**config.mk**
```make
export PLATFORM = sky130hd
export DESIGN_NAME = tcc_channel
export DESIGN_NICKNAME = d
export VERILOG_FILES = /design/src/rtl/tcc_pkg.sv /design/src/rtl/tcc_edge_sync.sv /design/src/rtl/tcc_counter.sv /design/src/rtl/tcc_cc_reg.sv /design/src/rtl/tcc_channel.sv
export SDC_FILE = /design/constraint.sdc
export NUM_CORES = 1
export LEC_CHECK = 0
export CAP_MARGIN = 30
export CORE_ASPECT_RATIO = 2
export CORE_UTILIZATION = 25
export CTS_BUF_LIST = sky130_fd_sc_hd__clkbuf_4
export CTS_CLUSTER_DIAMETER = 150
export DETAILED_ROUTE_END_ITERATION = 7
export GPL_TIMING_DRIVEN = 1
export PLACE_DENSITY = 0.57
export SYNTH_ARGS = -nofsm -noshare
export SYNTH_HDL_FRONTEND = slang
export SYNTH_HIERARCHICAL = 1
export SYNTH_SLANG_ARGS = --single-unit
```
**constraint.sdc**
```tcl
create_clock -name clk -period 6.25 [get_ports clk]
set_input_delay 1.5625 -clock clk [delete_from_list [all_inputs] [get_ports clk]]
set_output_delay 1.5625 -clock clk [all_outputs]
set_load 0.05 [all_outputs]
```
**src/rtl/tcc_pkg.sv**
```systemverilog
package tcc_pkg;

    typedef enum logic [1:0] {
        MODE_CMP  = 2'b00,
        MODE_DBUF = 2'b01,
        MODE_CAP1 = 2'b10,
        MODE_CAP2 = 2'b11
    } tcc_mode_e;

    typedef struct packed {
        logic match;
        logic xfer;
        logic cap;
    } tcc_evt_t;

    function automatic logic is_compare(tcc_mode_e m);
        return (m == MODE_CMP) || (m == MODE_DBUF);
    endfunction

    function automatic logic capture_hit(tcc_mode_e m, logic pol_rise,
                                         logic rise, logic fall);
        logic hit;
        case (m)
            MODE_CAP1: hit = pol_rise ? rise : fall;
            MODE_CAP2: hit = rise | fall;
            default:   hit = 1'b0;
        endcase
        return hit;
    endfunction

endpackage

```
**src/rtl/tcc_edge_sync.sv**
```systemverilog
module tcc_edge_sync #(
    parameter int STAGES = 2
) (
    input  logic clk,
    input  logic rst,
    input  logic pin,
    output logic rise,
    output logic fall
);
    localparam int LAST = STAGES - 1;

    logic [STAGES-1:0] sync_q;
    logic              prev_q;

    generate
        if (STAGES == 1) begin : g_one
            always_ff @(posedge clk) begin
                if (rst) sync_q <= '0;
                else     sync_q <= pin;
            end
        end else begin : g_chain
            always_ff @(posedge clk) begin
                if (rst) sync_q <= '0;
                else     sync_q <= {sync_q[STAGES-2:0], pin};
            end
        end
    endgenerate

    always_ff @(posedge clk) begin
        if (rst) prev_q <= 1'b0;
        else     prev_q <= sync_q[LAST];
    end

    assign rise = sync_q[LAST] & ~prev_q;
    assign fall = ~sync_q[LAST] & prev_q;


    edge_excl_chk: assert property (@(posedge clk) disable iff (rst)
        !(rise && fall));

    rise_once_chk: assert property (@(posedge clk) disable iff (rst)
        rise |=> !rise);

endmodule

```
**src/rtl/tcc_counter.sv**
```systemverilog
module tcc_counter #(
    parameter int W = 16
) (
    input  logic         clk,
    input  logic         rst,
    input  logic         en,
    input  logic         clear,
    output logic [W-1:0] cnt,
    output logic         wrap
);
    localparam logic [W-1:0] TOP = {W{1'b1}};
    localparam logic [W-1:0] ONE = W'(1);

    logic [W-1:0] cnt_q;

    always_ff @(posedge clk) begin
        if (rst)        cnt_q <= '0;
        else if (clear) cnt_q <= '0;
        else if (en)    cnt_q <= cnt_q + ONE;
    end

    assign cnt  = cnt_q;
    assign wrap = en && (cnt_q == TOP);


    cnt_step_chk: assert property (@(posedge clk) disable iff (rst)
        (en && !clear) |=> cnt_q == $past(cnt_q) + ONE);

    cnt_hold_chk: assert property (@(posedge clk) disable iff (rst)
        (!en && !clear) |=> $stable(cnt_q));

    cnt_clear_chk: assert property (@(posedge clk) disable iff (rst)
        clear |=> cnt_q == '0);

endmodule

```
**src/rtl/tcc_cc_reg.sv**
```systemverilog
module tcc_cc_reg
    import tcc_pkg::*;
#(
    parameter int W = 16
) (
    input  logic         clk,
    input  logic         rst,
    input  tcc_mode_e    mode,
    input  logic         wr,
    input  logic [W-1:0] wdata,
    input  logic         xfer,
    input  logic         cap,
    input  logic [W-1:0] cnt,
    output logic [W-1:0] active
);
    logic [W-1:0] act_q;
    logic [W-1:0] shadow_q;
    logic         to_shadow;

    assign to_shadow = wr && (mode == MODE_DBUF);

    always_ff @(posedge clk) begin
        if (rst)            shadow_q <= '0;
        else if (to_shadow) shadow_q <= wdata;
    end

    always_ff @(posedge clk) begin
        if (rst)          act_q <= '0;
        else if (cap)     act_q <= cnt;
        else if (xfer)    act_q <= shadow_q;
        else if (wr && !to_shadow) act_q <= wdata;
    end

    assign active = act_q;


    cap_latch_chk: assert property (@(posedge clk) disable iff (rst)
        cap |=> act_q == $past(cnt));

    dbuf_hold_chk: assert property (@(posedge clk) disable iff (rst)
        (to_shadow && !xfer && !cap) |=> $stable(act_q));

    xfer_load_chk: assert property (@(posedge clk) disable iff (rst)
        (xfer && !cap) |=> act_q == $past(shadow_q));

endmodule

```
**src/rtl/tcc_channel.sv**
```systemverilog
module tcc_channel
    import tcc_pkg::*;
#(
    parameter int W    = 16,
    parameter int SYNC = 2
) (
    input  logic         clk,
    input  logic         rst,
    input  logic         cnt_en,
    input  logic         init,
    input  logic         clr_on_match,
    input  logic [1:0]   mode,
    input  logic         edge_rise,
    input  logic         xfer_on_match,
    input  logic         wr_en,
    input  logic [W-1:0] wr_data,
    output logic [W-1:0] rd_data,
    output logic [W-1:0] count,
    input  logic         evt_pin,
    output logic         irq
);
    tcc_mode_e    md;
    tcc_evt_t     ev;
    logic [W-1:0] cnt_w;
    logic [W-1:0] act_w;
    logic         wrap_w;
    logic         rise_w;
    logic         fall_w;
    logic         cnt_clear;
    logic         irq_q;

    assign md = tcc_mode_e'(mode);

    tcc_edge_sync #(.STAGES(SYNC)) u_sync (
        .clk  (clk),
        .rst  (rst),
        .pin  (evt_pin),
        .rise (rise_w),
        .fall (fall_w)
    );

    tcc_counter #(.W(W)) u_cnt (
        .clk   (clk),
        .rst   (rst),
        .en    (cnt_en),
        .clear (cnt_clear),
        .cnt   (cnt_w),
        .wrap  (wrap_w)
    );

    always_comb begin
        ev.match = is_compare(md) && cnt_en && (cnt_w == act_w);
        ev.xfer  = (md == MODE_DBUF) &&
                   (init || (xfer_on_match ? ev.match : wrap_w));
        ev.cap   = capture_hit(md, edge_rise, rise_w, fall_w);
        cnt_clear = init || ev.xfer || (clr_on_match && ev.match);
    end

    tcc_cc_reg #(.W(W)) u_reg (
        .clk    (clk),
        .rst    (rst),
        .mode   (md),
        .wr     (wr_en),
        .wdata  (wr_data),
        .xfer   (ev.xfer),
        .cap    (ev.cap),
        .cnt    (cnt_w),
        .active (act_w)
    );

    always_ff @(posedge clk) begin
        if (rst) irq_q <= 1'b0;
        else     irq_q <= ev.match | ev.cap;
    end

    assign irq     = irq_q;
    assign rd_data = act_w;
    assign count   = cnt_w;


    match_irq_chk: assert property (@(posedge clk) disable iff (rst)
        ev.match |=> irq);

    xfer_zero_chk: assert property (@(posedge clk) disable iff (rst)
        ev.xfer |=> count == '0);

    clr_match_chk: assert property (@(posedge clk) disable iff (rst)
        (ev.match && clr_on_match) |=> count == '0);

    quiet_irq_chk: assert property (@(posedge clk) disable iff (rst)
        (!ev.match && !ev.cap) |=> !irq);

endmodule

```
==> results of run 1 <==
==> sequential cells by signal, indices dropped and copies added (netlist names) <==
name / count
irq: 1
u_cnt/cnt: 16
u_reg/active: 16
u_reg/shadow_q: 16
u_sync/prev_q: 1
u_sync/sync_q: 2
==> metal layers <==
metal	share of wire	vias up
li1	-	1187
met1	0.37	1112
met2	0.56	63
met3	0.029	19
met4	0.046	0
met5	0	-
==> cell type report <==
type	instances	area [um^2]	share of cell area
multi-input cells	223	1622	0.4551
flip-flops and latches	52	1041	0.2921
repair buffers	63	620.6	0.1742
well taps	140	175.2	0.04916
clock buffers	6	45.04	0.01264
clock inverters	2	35.03	0.009831
inverters	6	22.52	0.006320
diodes	1	2.502	0.0007022
==> power by group through the flow <==
stage,sequential (mW),combinational [mW],clock [mW]
floorplan,0.390,0.0649,0
global placement,0.365,0.139,0
detailed placement,0.365,0.142,0
CTS,0.358,0.142,0.204
global route,0.360,0.152,0.216
finish,0.358,0.141,0.195
==> worst min-delay path by stage <==
stage	from	endpoint	slack [ns]	cells after the start
2_1_floorplan	u_sync/sync_q[0]	u_sync/sync_q[1]	0.41	1
3_3_place_gp	u_sync/sync_q[0]	u_sync/sync_q[1]	0.44	1
3_5_place_dp	u_sync/sync_q[0]	u_sync/sync_q[1]	0.44	1
4_1_cts	u_sync/sync_q[0]	u_sync/sync_q[1]	0.46	1
5_1_grt	u_sync/sync_q[0]	u_sync/sync_q[1]	0.47	1
6_report	u_sync/sync_q[0]	u_sync/sync_q[1]	0.46	1
==> kinds of logic (layout without fill, tap and decap cells) <==
logic type,Yosys count,after routing,synth area share
fa+ha+maj,1,1,0.004480
flops,52,52,0.3728
other cells,0,1,0
mux,33,33,0.1254
buf+inv,26,77,0.04928
xor+xnor,26,26,0.08154
simple gates,101,101,0.1913
compound gates,62,62,0.1752
==> through the flow <==
stage | power (mW) | area, um^2 | instances
2_1_floorplan | 0.4550 | 2793 | 301
3_3_place_gp | 0.5046 | 3473 | 483
3_5_place_dp | 0.5070 | 3481 | 484
4_1_cts | 0.7042 | 3561 | 492
5_1_grt | 0.7280 | 3563 | 493
6_report | 0.6945 | 3563 | 493
==> cell usage in the layout (no fill, tap or decap), types with 2 or more instances in the layout <==
cell type and count:
a21oi_1 21, buf_4 4, clkbuf_4 6, clkdlybuf4s50_1 59, dfxtp_1 52, inv_1 6, mux2_2 16, mux2i_1 17
nand2_1 37, nand3_1 8, nand4_1 6, nor2_1 16, nor2_2 2, nor2b_1 12, nor3_1 2, nor4_1 4
o2111ai_1 16, o21ai_0 2, o31ai_1 9, o31ai_2 11, xnor2_1 9, xor2_1 17
==> flow_metrics.env, run 1 <==
export IMPL_post_cts_buffers=0
export IMPL_grt_max_degree=40
export IMPL_gp_congestion=0.8560
export IMPL_critPathMaxFanout=17
export IMPL_ir_drop_v=0.00007786
export IMPL_slew_headroom=0.5206
export IMPL_r2r_cells=10
export IMPL_seqPwrFrac=0.515
export IMPL_io_buffers=59
export IMPL_synth_avg_cell_area_um2=9.278
export IMPL_required_ns=6.55
export IMPL_via_count=2381
export IMPL_grt_setup_unrepaired="no"
export IMPL_core_um2=10880
export IMPL_place_hpwl_um=6175
export IMPL_htree_levels=2
export IMPL_synth_warnings=6
export IMPL_synth_edf_count=0
export IMPL_netlist_cell_type_count=42
export IMPL_drt_initial_drc_count=101
export IMPL_fin_ws_ns=2.315
export IMPL_drv_slew=0
export IMPL_cp_end_kind="flop"
export IMPL_cp_slowest_cell="clkdlybuf4s50_1"
export IMPL_ys_top_cells_by_area="dfxtp_1 37%, mux2_2 6.5%, mux2i_1 6.1%, xor2_1 5.3%, o2111ai_1 5.0%"
export IMPL_cts_hold_buf=0
export IMPL_crit_chain="clkdlybuf4s50_1, nand4_1, nor4_1, nor2b_1, o21ai_0, o31ai_2, buf_4, nor2_2, o21a_4, o31ai_1"
export IMPL_final_hold_viol_count=0
export IMPL_leakage_nw=1.218
export IMPL_antenna_found_initial=1
export IMPL_max_stage_delay_ns=0.67
export IMPL_path_clk_slew_ns=0.15
export IMPL_io_pins=60
export IMPL_synth_async_reset_ratio=0
export IMPL_totalWireLength_um=7926
export IMPL_synth_seq_cells=52
export IMPL_tightest_slew_ns=0.7169
export IMPL_grt_util_met2=0.2732
export IMPL_crit_type="in -> reg"
export IMPL_synth_top_cell_area_share=0.3728
export IMPL_tns_ns=0
export IMPL_drive_gt1_frac=0.1420
export IMPL_start_util=0.2567
export IMPL_post_place_ws_ns=1.945
export IMPL_chipHeight_um=151.5
export IMPL_power_density_nw_per_um2=194.9
export IMPL_synth_top_area_cell="dfxtp_1"
export IMPL_avgViaCountPerCell=4.830
export IMPL_track_usage=0.1427
export IMPL_die_w_um=76.74
export IMPL_grt_pass1_vias=2480
export IMPL_yosysSeqAreaShare=0.3728
export IMPL_swShare=0.2924
export IMPL_timing_rr_end="u_reg/active[0]"
export IMPL_p_clk_frac=0.281
export IMPL_die_area_um2=11620
export IMPL_grt_use_met1=0.1436
export IMPL_power_switching_uw=203.1
export IMPL_hold_class="reg -> reg"
export IMPL_wire_per_inst_um=16.08
export IMPL_syn_nets=329
export IMPL_status="finished, final reports clean"
export IMPL_ff2ff_setup_slack_ns=3.42
export IMPL_finalSetupViolations=0
export IMPL_synthTopCellsByCount="52 x dfxtp_1, 37 x nand2_1, 21 x a21oi_1"
export IMPL_clkSinkCount=52
export IMPL_ant_nets=0
export IMPL_worst_path_stages=10
export IMPL_hold_slack_ns=0.4600
export IMPL_pwr_share_comb=0.203
export IMPL_crit_start="cnt_en"
export IMPL_layout_min_cycle_time_ns=3.935
export IMPL_fillers=1139
export IMPL_syn_instance_count=301
export IMPL_clk_path_buf_depth=2
export IMPL_post_cts_resized=0
export IMPL_clock_latency_ns=0.39
export IMPL_cts_tree="yes"
export IMPL_crit_path_end="u_reg/active[0]"
export IMPL_startpoint_type="primary input"
export IMPL_rows=54
export IMPL_synth_main_ff_cell="dfxtp_1"
export IMPL_max_freq_mhz=254.1
export IMPL_grt_pass1_wl_um=12700
export IMPL_grtUsageMet3=0.01916
export IMPL_clock_skew_ns=0.01931
export IMPL_dr_pass1_iters=4
export IMPL_cp_num_buf_inv=2
export IMPL_cap_violations=0
export IMPL_area_delta_synth_final_pct=27.60
export IMPL_gr_total_overflow=0
export IMPL_root_buffer="clkbuf_4"
export IMPL_cts_buffers_inserted=5
export IMPL_busiest_layer="met2"
export IMPL_fin_nets=379
export IMPL_drc=0
export IMPL_yosysMostFrequentCell="dfxtp_1"
export IMPL_r2r_start="u_cnt/cnt[0]"
export IMPL_finalCritPeriodShare=0.6296
export IMPL_p_int_uw=491.4
export IMPL_syn_area_um2=2793
export IMPL_critPathTopFamily="simple AND/OR/NAND/NOR gates"
export IMPL_final_util=0.3276
export IMPL_critPathArrivalTime_ns=4.23
No activity file was read; power rests on OpenSTA's default activity.
==> inputs of run 2 (changes only) <==
PLACE_DENSITY = 0.59   (was 0.57)
clock period = 3.29 ns   (was 6.25 ns; I/O delays follow)
==> flow_metrics.env, run 2 (same netlist as run 1, synthesis figures left out) <==
export IMPL_post_place_ws_ns=0.1144
export IMPL_start_util=0.2567
export IMPL_grt_max_degree=22
export IMPL_path_clk_slew_ns=0.18
export IMPL_die_w_um=76.74
export IMPL_root_buffer="clkbuf_4"
export IMPL_clkSinkCount=52
export IMPL_via_count=2442
export IMPL_finalPower_mw=1.348
export IMPL_post_cts_buffers=0
export IMPL_htree_levels=2
export IMPL_max_stage_delay_ns=0.54
export IMPL_grt_pass1_wl_um=12680
export IMPL_ff2ff_setup_slack_ns=0.71
export IMPL_fin_nets=386
export IMPL_io_pins=60
export IMPL_antenna_found_initial=1
export IMPL_post_dp_cell_area_um2=3546
export IMPL_ir_drop_v=0.0001539
export IMPL_startpoint_type="primary input"
export IMPL_drc=0
export IMPL_gp_congestion=0.8517
export IMPL_finalCritPeriodShare=0.8310
export IMPL_grt_setup_unrepaired="no"
export IMPL_layout_min_cycle_time_ns=2.734
export IMPL_chipHeight_um=151.5
export IMPL_avgViaCountPerCell=4.884
export IMPL_finalSetupViolations=0
export IMPL_core_um2=10880
export IMPL_hold_class="reg -> reg"
export IMPL_clock_skew_ns=0.02586
export IMPL_totalWireLength_um=8122
export IMPL_cap_violations=0
export IMPL_clock_latency_ns=0.41
export IMPL_wire_per_inst_um=16.24
export IMPL_place_hpwl_um=6308
export IMPL_crit_chain="clkdlybuf4s50_1, nand4_1, nor4_1, nor2b_1, o21ai_0, o31ai_2, buf_12, mux2_2, mux2i_1, o31ai_2"
export IMPL_required_ns=3.61
export IMPL_gr_total_overflow=0
export IMPL_cts_hold_buf=0
export IMPL_drive_gt1_frac=0.1588
export IMPL_whs_path_depth=2
export IMPL_layout_common_cells="59 x clkdlybuf4s50_1, 52 x dfxtp_1, 37 x nand2_1"
export IMPL_critPathMaxFanout=17
export IMPL_area_delta_synth_final_pct=30.11
export IMPL_power_density_nw_per_um2=371.1
export IMPL_final_hold_viol_count=0
export IMPL_critPathArrivalTime_ns=3.05
export IMPL_cts_buffers_inserted=5
export IMPL_fin_ws_ns=0.5561
export IMPL_dr_pass1_iters=4
export IMPL_clk_path_buf_depth=2
export IMPL_leakage_nw=1.254
export IMPL_cts_tree="yes"
export IMPL_r2r_cells=8
export IMPL_worst_path_most_repeated_cell="o31ai_2"
export IMPL_track_usage=0.1437
export IMPL_die_area_um2=11620
export IMPL_timing_rr_end="u_reg/active[14]"
export IMPL_status="finished, final reports clean"
export IMPL_drt_initial_drc_count=119
export IMPL_crit_type="in -> reg"
export IMPL_layout_commonest_cell="clkdlybuf4s50_1"
export IMPL_grt_pass1_vias=2408
export IMPL_min_to="u_reg/shadow_q[0]"
export IMPL_tightest_slew_ns=0.6792
export IMPL_cp_slowest_cell="clkdlybuf4s50_1"
export IMPL_post_cts_resized=0
export IMPL_final_cell_area_um2=3633
export IMPL_cp_end_kind="flop"
export IMPL_slew_headroom=0.5458
export IMPL_ant_nets=0
export IMPL_max_freq_mhz=365.8
export IMPL_drv_slew=0
export IMPL_hold_start="u_reg/shadow_q[0]"
export IMPL_rows=54
export IMPL_io_buffers=59
export IMPL_tns_ns=0
export IMPL_r2r_start="u_cnt/cnt[11]"
==> run 2: cell count changes in the layout (fill, tap and decap cells not counted) <==
cell / before / now
buf_12: 0 / 1
clkinv_2: 1 / 0
clkinv_4: 0 / 2
buf_4: 4 / 10
clkbuf_4: 6 / 5
==> run 2: final cells by class <==
cell class | instances | area, um^2
Antenna cell | 1 | 2.502
Clock buffer | 5 | 37.54
Clock inverter | 3 | 47.55
Fill cell | 1127 | 7244
Inverter | 6 | 22.52
Multi-Input combinational cell | 223 | 1622
Sequential cell | 52 | 1041
Tap cell | 140 | 175.2
Timing Repair Buffer | 70 | 685.7
==> run 2: worst max path at each step <==
stage / startpoint / endpoint / slack, ns / cells after the start
floorplan: u_cnt/cnt[0] / u_reg/active[5] / 0.54 / 11
global placement: cnt_en / u_reg/active[2] / 0.22 / 8
finish: cnt_en / u_reg/active[14] / 0.56 / 10
CTS: cnt_en / u_reg/active[14] / 0.54 / 10
detailed placement: cnt_en / u_reg/active[14] / 0.11 / 10
global route: cnt_en / u_reg/active[14] / 0.40 / 10
==> run 2: power breakdown <==
part / switching, mW / total [mW] / internal [mW]
registers: 0.0245 / 0.679 / 0.655
clock network: 0.228 / 0.391 / 0.163
logic: 0.162 / 0.278 / 0.117
==> run 2: worst max-delay path: cells and delay by family <==
family | cells | cell delay [ns]
simple gates | 3 | 0.62
buf+inv | 2 | 0.75
compound gates | 3 | 0.32
mux | 2 | 0.52
==> run 2: routing by layer <==
metal,global-route usage,routed length [um]
met3,0.01916,241
met4,0.08750,318
met5,0,0
met2,0.2759,4528
met1,0.1443,3033
==> run 2: stage by stage <==
stage | utilization | cells | hold slack, ns
floorplan | - | 301 | 0.4138
global placement | 0.3260 | 491 | 0.4390
detailed placement | 0.3260 | 491 | 0.4464
CTS | 0.3338 | 499 | 0.4661
global route | 0.3340 | 500 | 0.4844
finish | 0.3340 | 500 | 0.4653
==> inputs of run 3 (changes only) <==
clock period = 2.3 ns   (was 3.29 ns; I/O delays follow)
==> flow_metrics.env, run 3 (same netlist as run 1, synthesis figures left out) <==
export IMPL_status="complete, but fails checks"
export IMPL_violations="setup timing"
export IMPL_max_stage_delay_ns=0.39
export IMPL_cts_hold_buf=0
export IMPL_power_density_nw_per_um2=468.9
export IMPL_wire_per_inst_um=16.83
export IMPL_totalWireLength_um=9360
export IMPL_final_hold_viol_count=0
export IMPL_fin_nets=443
export IMPL_via_count=2691
export IMPL_track_usage=0.1619
export IMPL_area_delta_synth_final_pct=59.32
export IMPL_cp_slowest_cell="o31ai_4"
export IMPL_clock_skew_ns=0.01344
export IMPL_clk_path_buf_depth=2
export IMPL_chipHeight_um=151.5
export IMPL_grt_pass1_vias=2758
export IMPL_drt_initial_drc_count=103
export IMPL_drv_slew=0
export IMPL_drc=0
export IMPL_slew_headroom=0.6320
export IMPL_place_hpwl_um=6870
export IMPL_root_buffer="clkbuf_4"
export IMPL_io_buffers=59
export IMPL_core_um2=10880
export IMPL_crit_type="reg -> reg"
export IMPL_whs_path_depth=1
export IMPL_tightest_slew_ns=0.5508
export IMPL_critPathMaxFanout=8
export IMPL_timing_rr_end="u_reg/active[14]"
export IMPL_post_place_ws_ns=-0.6690
export IMPL_cp_num_buf_inv=2
export IMPL_ir_drop_v=0.0001878
export IMPL_max_freq_mhz=415.6
export IMPL_rows=54
export IMPL_finalCritPeriodShare=1.046
export IMPL_layout_min_cycle_time_ns=2.406
export IMPL_die_w_um=76.74
export IMPL_final_util=0.4090
export IMPL_layout_commonest_cell="buf_4"
export IMPL_dr_pass1_iters=4
export IMPL_cap_violations=0
export IMPL_grt_setup_unrepaired="yes"
export IMPL_tns_ns=-0.8694
export IMPL_worst_path_most_repeated_cell="buf_6"
export IMPL_finalSetupViolations=16
export IMPL_crit_path_end="u_reg/active[14]"
export IMPL_grt_max_degree=37
export IMPL_r2r_start="u_cnt/cnt[13]"
export IMPL_die_area_um2=11620
export IMPL_ff2ff_setup_slack_ns=-0.11
export IMPL_crit_chain="buf_6, xor2_2, nor4_1, nand4_1, o31ai_4, buf_6, mux2_4, mux2i_2, o31ai_2"
export IMPL_ant_nets=0
export IMPL_antenna_found_initial=1
export IMPL_r2r_cells=9
export IMPL_io_pins=60
export IMPL_critPathArrivalTime_ns=2.70
export IMPL_leakage_nw=1.925
export IMPL_hold_class="reg -> reg"
export IMPL_post_dp_cell_area_um2=3943
export IMPL_start_util=0.2567
export IMPL_drive_gt1_frac=0.3831
export IMPL_gr_total_overflow=0
export IMPL_fillers=1077
export IMPL_htree_levels=2
export IMPL_clkSinkCount=52
export IMPL_gp_congestion=0.8316
export IMPL_required_ns=2.59
export IMPL_crit_start="u_cnt/cnt[13]"
export IMPL_worst_path_stages=9
export IMPL_cts_tree="yes"
export IMPL_grt_pass1_wl_um=14260
export IMPL_path_clk_slew_ns=0.15
export IMPL_final_cell_area_um2=4449
export IMPL_cts_buffers_inserted=5
export IMPL_clock_latency_ns=0.39
export IMPL_fin_ws_ns=-0.1061
export IMPL_startpoint_type="flop"
export IMPL_layout_common_cells="58 x buf_4, 41 x clkdlybuf4s50_1, 37 x nand2_1"
export IMPL_critPathTopFamily="multiplexers"
export IMPL_avgViaCountPerCell=4.840
export IMPL_cp_end_kind="flop"
run 3: cell types whose count changed in the layout (fill, tap and decap cells not counted), moves of 3 or more:
cell | previous run | this run
dlymetal6s2s_1 | 0 | 11
dfxtp_1 | 52 | 25
buf_6 | 0 | 6
clkdlybuf4s50_1 | 59 | 41
buf_4 | 10 | 58
dfxtp_4 | 0 | 11
nor4_4 | 1 | 4
nor4_1 | 4 | 1
mux2_4 | 0 | 16
mux2_2 | 16 | 0
dfxtp_2 | 0 | 16
dlygate4sd2_1 | 0 | 6
o31ai_1 | 9 | 6
run 3: worst min-delay path by stage:
stage / from / to / slack (ns)
floorplan: u_sync/sync_q[0] / u_sync/sync_q[1] / 0.41
global placement: u_sync/sync_q[0] / u_sync/sync_q[1] / 0.44
detailed placement: u_sync/sync_q[0] / u_sync/sync_q[1] / 0.43
CTS: u_sync/sync_q[0] / u_sync/sync_q[1] / 0.46
global route: u_sync/sync_q[0] / u_sync/sync_q[1] / 0.47
finish: u_sync/sync_q[0] / u_sync/sync_q[1] / 0.46
run 3: stage by stage:
| stage | hold slack, ns | cells | total power, mW |
|---|---|---|---|
| 3_5_place_dp | 0.4278 | 531 | 1.416 |
| 4_1_cts | 0.4621 | 552 | 2.068 |
| 6_report | 0.4570 | 556 | 2.086 |
| 2_1_floorplan | 0.4138 | 301 | 1.231 |
| 3_3_place_gp | 0.4369 | 531 | 1.409 |
| 5_1_grt | 0.4725 | 556 | 2.174 |
run 3: report_power, final:
part | switching, mW | internal [mW] | total [mW]
Combinational | 0.265 | 0.227 | 0.492
Sequential | 0.0310 | 0.927 | 0.959
Clock | 0.303 | 0.333 | 0.636
run 3: final cells by class:
cell class                 instances  area, um^2  share of cell area
inverter                           6       22.52            0.005062
clock buffer                       5       37.54            0.008436
clock inverter                     2       60.06             0.01350
tap                              140       175.2             0.03937
multi-input combinational        224        1861              0.4182
sequential                        52        1102              0.2478
antenna                            1       2.502           0.0005624
timing repair buffer             126        1189              0.2672
run 3: repair_timing:
action | CTS | global route
cloned | 2 | 2
resized for setup | 20 | 51
endpoints found under the setup margin | 20 | 29
buffers inserted | 13 | 6
pin swaps | 7 | 17
run 3: routing by layer:
layer  GRT usage  up-vias  part of all wire
met5           0        -                 0
met4      0.1067        0             0.049
met3     0.02216       21             0.025
met2      0.3237       54              0.59
met1      0.1486     1304              0.33
li1            -     1312                 -
